--- config.mk ---
export PLATFORM = sky130hd
export DESIGN_NAME = cpu_stall_guard
export DESIGN_NICKNAME = d
export VERILOG_FILES = /design/src/rtl/stall_guard_pkg.sv /design/src/rtl/sg_timeout_counter.sv /design/src/rtl/sg_hold_fsm.sv /design/src/rtl/sg_sticky_flag.sv /design/src/rtl/cpu_stall_guard.sv
export SDC_FILE = /design/constraint.sdc
export NUM_CORES = 1
export LEC_CHECK = 0
export BUFFER_PORTS_ARGS = -buffer_cell sky130_fd_sc_hd__buf_2
export CAP_MARGIN = 40
export CORE_AREA = 2 2 39 41
export CTS_BUF_LIST = sky130_fd_sc_hd__clkbuf_4
export CTS_CLUSTER_SIZE = 10
export DETAILED_ROUTE_END_ITERATION = 16
export DIE_AREA = 0 0 41 43
export GPL_TIMING_DRIVEN = 0
export PLACE_DENSITY = 0.42
export SLEW_MARGIN = 20
export SYNTH_ARGS = -nofsm -noshare
export SYNTH_HDL_FRONTEND = slang
export SYNTH_SLANG_ARGS = --single-unit
--- constraint.sdc ---
create_clock -name clk -period 1.95 [get_ports clk]
set_clock_uncertainty 0.15 [all_clocks]
set_input_delay 0.2925 -clock clk [delete_from_list [all_inputs] [get_ports clk]]
set_output_delay 0.2925 -clock clk [all_outputs]
set_load 0.02 [all_outputs]
--- src/rtl/stall_guard_pkg.sv ---
package stall_guard_pkg;

  typedef enum logic {
    HS_IDLE = 1'b0,
    HS_HOLD = 1'b1
  } hold_state_t;

  typedef enum logic [1:0] {
    RL_NONE    = 2'd0,
    RL_REQUEST = 2'd1,
    RL_TIMEOUT = 2'd2,
    RL_DISABLE = 2'd3
  } release_t;

endpackage

--- src/rtl/sg_timeout_counter.sv ---
module sg_timeout_counter #(
  parameter int LIMIT = 16
) (
  input  logic clk,
  input  logic rst_n,
  input  logic restart,
  input  logic run,
  output logic expire
);
  localparam int CW = (LIMIT > 1) ? $clog2(LIMIT) : 1;
  localparam logic [CW-1:0] LAST = CW'(LIMIT - 1);

  logic [CW-1:0] cnt;

  assign expire = run && (cnt == LAST);

  always_ff @(posedge clk) begin
    if (!rst_n)              cnt <= '0;
    else if (restart)        cnt <= '0;
    else if (run && !expire) cnt <= cnt + 1'b1;
  end


  cnt_range_chk: assert property (@(posedge clk) disable iff (!rst_n)
    cnt <= LAST);


  restart_zero_chk: assert property (@(posedge clk) disable iff (!rst_n)
    restart |=> (cnt == '0));

endmodule

--- src/rtl/sg_hold_fsm.sv ---
module sg_hold_fsm
  import stall_guard_pkg::*;
(
  input  logic clk,
  input  logic rst_n,
  input  logic wait_en,
  input  logic access,
  input  logic drq,
  input  logic intrq,
  input  logic expire,
  output logic hold,
  output logic restart,
  output logic run,
  output logic timeout_rel
);
  hold_state_t state, state_nx;
  release_t    why;

  logic start;
  assign start = (state == HS_IDLE) && wait_en && access && !drq && !intrq;

  always_comb begin
    why = RL_NONE;
    if (state == HS_HOLD) begin
      if (!wait_en)            why = RL_DISABLE;
      else if (drq || intrq)   why = RL_REQUEST;
      else if (expire)         why = RL_TIMEOUT;
    end
  end

  always_comb begin
    state_nx = state;
    if (start)               state_nx = HS_HOLD;
    else if (why != RL_NONE) state_nx = HS_IDLE;
  end

  always_ff @(posedge clk) begin
    if (!rst_n) state <= HS_IDLE;
    else        state <= state_nx;
  end

  assign hold        = (state == HS_HOLD);
  assign restart     = start;
  assign run         = hold;
  assign timeout_rel = (why == RL_TIMEOUT);


  no_wait_disabled_chk: assert property (@(posedge clk) disable iff (!rst_n)
    (!wait_en && !hold) |=> !hold);


  req_release_chk: assert property (@(posedge clk) disable iff (!rst_n)
    (hold && (drq || intrq)) |=> !hold);


  disable_release_chk: assert property (@(posedge clk) disable iff (!rst_n)
    (hold && !wait_en) |=> !hold);


  early_req_chk: assert property (@(posedge clk) disable iff (!rst_n)
    (!hold && (drq || intrq)) |=> !hold);

endmodule

--- src/rtl/sg_sticky_flag.sv ---
module sg_sticky_flag (
  input  logic clk,
  input  logic rst_n,
  input  logic set,
  input  logic clear,
  output logic flag
);
  always_ff @(posedge clk) begin
    if (!rst_n)     flag <= 1'b0;
    else if (set)   flag <= 1'b1;
    else if (clear) flag <= 1'b0;
  end


  set_wins_chk: assert property (@(posedge clk) disable iff (!rst_n)
    set |=> flag);


  clear_chk: assert property (@(posedge clk) disable iff (!rst_n)
    (clear && !set) |=> !flag);

endmodule

--- src/rtl/cpu_stall_guard.sv ---
module cpu_stall_guard #(
  parameter int WD_CYCLES = 16
) (
  input  logic clk,
  input  logic rst_n,
  input  logic wait_en,
  input  logic port_access,
  input  logic drq,
  input  logic intrq,
  input  logic wd_clear,
  output logic cpu_wait,
  output logic wd_fired
);
  logic restart, run, expire, timeout_rel;

  sg_timeout_counter #(.LIMIT(WD_CYCLES)) u_cnt (
    .clk(clk), .rst_n(rst_n), .restart(restart), .run(run), .expire(expire)
  );

  sg_hold_fsm u_fsm (
    .clk(clk), .rst_n(rst_n), .wait_en(wait_en), .access(port_access),
    .drq(drq), .intrq(intrq), .expire(expire), .hold(cpu_wait),
    .restart(restart), .run(run), .timeout_rel(timeout_rel)
  );

  sg_sticky_flag u_flag (
    .clk(clk), .rst_n(rst_n), .set(timeout_rel), .clear(wd_clear),
    .flag(wd_fired)
  );


  wait_start_chk: assert property (@(posedge clk) disable iff (!rst_n)
    (wait_en && port_access && !drq && !intrq && !cpu_wait) |=> cpu_wait);


  fire_with_fall_chk: assert property (@(posedge clk) disable iff (!rst_n)
    $rose(wd_fired) |-> $fell(cpu_wait));


  req_no_fire_chk: assert property (@(posedge clk) disable iff (!rst_n)
    (cpu_wait && (drq || intrq) && !wd_fired) |=> !wd_fired);

endmodule

* Yosys cells after proc, flatten, opt, wreduce, memory -nomap -nowiden
Index checks and enable logic that the tools add are counted.
** Word-level totals
- Register bits :: 6
- Logic and storage cells :: 30
** Operators by class
- Multiplexer cells :: 8
- Bitwise logic cells :: 2
- Add/subtract/negate cells :: 1
- Reduce and logical (&&, ||, !) cells :: 14
- Equality and inequality tests :: 2
** Operators by type and width (number)
- $mux 2 :: 4
- $logic_and 1x1->1 :: 6
- $reduce_bool 2->1 :: 3
- $add 4x1->4 const B :: 1
- $eq 4x4->1 const B :: 1
- $mux 1 :: 4
- $logic_not 1->1 :: 3
- $eq 2x2->1 const B :: 1
- $not 1->1 :: 2
- $reduce_or 2->1 :: 1
- $logic_or 1x1->1 :: 1

* Logic depth before layout (Yosys ltp)
- Word-level depth :: 9
- Mapped depth :: 4

* Cells and area by module
Synthesis repeated with hierarchy kept, for this count alone.
** Unflattened totals
- Cells, all modules :: 34
- Area total of the unflattened synthesis :: 331.6 um2
** Modules (own cells, without submodules)
- sg_timeout_counter :: cells an instance 22, times used 1, sequential area each 80.1 um2, area an instance 201.4 um2
- sg_hold_fsm :: cells an instance 9, times used 1, sequential area each 20.0 um2, area an instance 88.8 um2
- sg_sticky_flag :: cells an instance 3, times used 1, sequential area each 20.0 um2, area an instance 41.3 um2

* Worst setup path before layout
OpenSTA, ideal clock, no wires.
- Path kind :: register to register
- Start :: register u_cnt.cnt[0]
- End :: register u_cnt.cnt[0]
- Slack :: 562 ps
- Stages on the path, launching flop included :: 5
- Buffers on the path :: 0
- Arrival :: 1172 ps
- Data required time :: 1734 ps
- Path through :: dfxtp_1 > ha_1 > and3_1 > or3_1 > a21oi_2
** On the way
- Word-level cells in the longest chain between the ends :: 4
- Elaborated cells on any way between the ends :: 5
- Those cells by class :: 1 x add/sub; 1 x eq/ne; 3 x reduce/logical
** RTL lines
- start: declaration :: line sg_timeout_counter.sv:13 : logic [CW-1:0] cnt;
- start signal: assignment :: line sg_timeout_counter.sv:20 : else if (run && !expire) cnt <= cnt + 1'b1;
- parallel branches: the longest is 4 deep, another holds $add 4x1->4
Parallel ways; which one is timed is not known.
A chain may end at the register's enable or synchronous reset.

* Final worst setup path
Same ends and word-level chain as after synthesis.

==> flow_summary.ini <==
[detailed_routing]
drt-initial-drc-count = 1
detailedRoute.firstPassIterationCount = 2
route.detailed.drc = 0
vias_per_cell = 4.50
drt_wl_total_um = 552
postRouteAntennaNets = 0
vias = 261
avgRoutedWirePerCell_um = 9.52

[setup_path]
worstPathRequired_ns = 1.98
worstPathMaxFanout = 5
startpoint = u_cnt.cnt[0]
worstReg2RegStart = u_cnt.cnt[0]
worst_setup_path_start_kind = flop
capturing_element_type_of_the_critical_path = flop
timing.critical_path.arrival_ns = 1.51
criticalPathCategory = flop to flop

[final_layout]
final_core_utilization = 0.264
most-common-layout-cells = 8 x buf_2, 6 x dfxtp_1, 3 x o21ai_0, 3 x clkbuf_4
layout-drive-gt1-share = 0.357
finish.instance_area_um2 = 365
synthToLayoutAreaGrowth_pct = 29.2
layout.nets = 52
layout.cells.most_common = buf_2
antenna_cells = 0

[grt]
grt_first_pass_wirelength_um = 1000
groute.usage.overall = 0.0875
grt_overflow_total = 0
first_global_vias = 251
maximum_number_of_pins_on_one_net_before_global_route_repair = 10
antenna_violations_before_repair = 0

[clocking]
cts.path.max_buffers = 2
cts-htree-levels = 1
post_cts_buffers = 0
tritoncts_buffers = 3
cts.root.buffer_cell = clkbuf_4
ctsHoldBuffers = 0
clk_pin_slew_worst_paths_ns = 0.04
tritoncts = built
cts_resized = 0
cts.sinks = 6
worstSkewPairLatency_ns = 0.24

[synthesis]
yosys_warnings = 0
mapped_nets = 39
yosys.area_share.adder = 0.0442
syn-instance-count = 31
synth_largest_area_cell = dfxtp_1
synth.ff_latch_count = 6
post_synth.cell_area_avg_um2 = 9.12
compound_cell_area_share_of_the_yosys_netlist = 0.199
synthDominantCellAreaShare = 0.425
synth-seq-area-share = 0.425
yosys-mux-area-fraction = 0
synth_cell_area_um2 = 283
synthXorXnorAreaFrac = 0
dominant_combinational_cell_family_by_area_after_synthesis = simple AND/OR/NAND/NOR gates
synth.area.top_cells = dfxtp_1 42%, o21ai_0 5.3%, ha_1 4.4%
yosys.area_share.simple = 0.292
yosysUniqueCellTypes = 20

[min_path]
timing.hold.worst.class = input pin to flop
timing.hold.worst.start = rst_n

[timing]
maxClockFrequency_mhz = 673
worst_slew_pin_slew_ns = 0.276
slew_headroom = 0.816
setup_slack_ns = 0.464
rsz0062_at_grt = false
setup_viol = 0
report.final.hold_viol_count = 0
holdWs_ns = 0.144
final.period_utilization = 0.762
setup_tns_ns = 0
finalWorstPathRequiredPeriod_ns = 1.49
final_report_max_slew_violation_count = 0

[floorplan]
fp.dieArea_mm2 = 0.00176
die_y_um = 43
boundaryPins = 9
core_box_area_mm2 = 0.00138
std_cell_rows = 14
start_util = 0.204
width_of_the_die_um = 41

[power_and_ir_drop]
vdd_ir_drop_max_mv = 0.333
power_leakage_uw = 0.000142
power_density_cells_mw_per_mm2 = 689

[placed_design]
place.detailed.hpwl_um = 417
gp_routability_congestion = 0.649
place.port_buffers = 8
dpl-instance-area_um2 = 343
preCtsSetupSlack_ns = 0.483

[run_status]
run_status = finished clean

[flow_run]
cap_violations = 0
path summary, 6_finish.rpt:
kind         slack [ns]      endpoint  depth (start not counted)
min                0.14   u_flag.flag                          2
max                0.46  u_cnt.cnt[0]                          4
max reg2reg        0.46  u_cnt.cnt[0]                          4
min reg2reg        0.36  u_cnt.cnt[1]                          2
logic make-up (layout without fill, tap and decap cells):
logic type | Yosys count | count (layout)
AO/OA/AOI/OAI | 9 | 9
flip-flops | 6 | 6
buffers and inverters | 3 | 14
AND/OR/NAND/NOR | 12 | 12
adder cells (fa/ha/maj) | 1 | 1
per-layer routing:
metal  up-vias  GRT usage  wire length [µm]
li1        139          -                 -
met1       117      0.110               240
met2         5      0.109               269
met3         0     0.0785                41
met4         0     0.0200                 0
met5         -          0                 0
flip-flops by register name, indices dropped and copies added, names as in the netlist:
register     cells
u_fsm.hold       1
u_cnt.cnt        4
u_flag.flag      1
critical path: stages, from the launching register on:
cell and delay, ns:
dfxtp_1 0.33, ha_1 0.26, and3_1 0.22, or3_1 0.32, a21oi_2 0.14
through the flow:
stage / power [µW] / cells
after global routing: 269 / 58
after CTS: 259 / 58
after floorplan: 134 / 31
final: 252 / 58
after global placement: 143 / 55
after detailed placement: 143 / 55
layout make-up:
class	instances	area, µm²
Clock buffer	3	22.5
Fill cell	155	1020
Inverter	3	11.3
Multi-Input combinational cell	22	151
Sequential cell	6	120
Tap cell	16	20.0
Timing Repair Buffer	8	40.0
power breakdown:
group | internal [µW] | total [µW] | switching [µW]
registers | 124 | 125 | 1.24
clock network | 69.4 | 111 | 41.9
logic | 8.02 | 15.1 | 7.03
total | 201 | 252 | 50.2
cells in the mapped netlist, drive strengths merged:
cell type and instances:
nor3 2, and2 1, o21ai 4, and3 1, nand3b 1, or3b 1, a211oi 1, nand4 2
ha 1, o22ai 1, nor3b 1, a21oi 3, inv 3, nand2b 1, or3 1, and4 1
dfxtp 6
(Power assumes the default switching activity.)
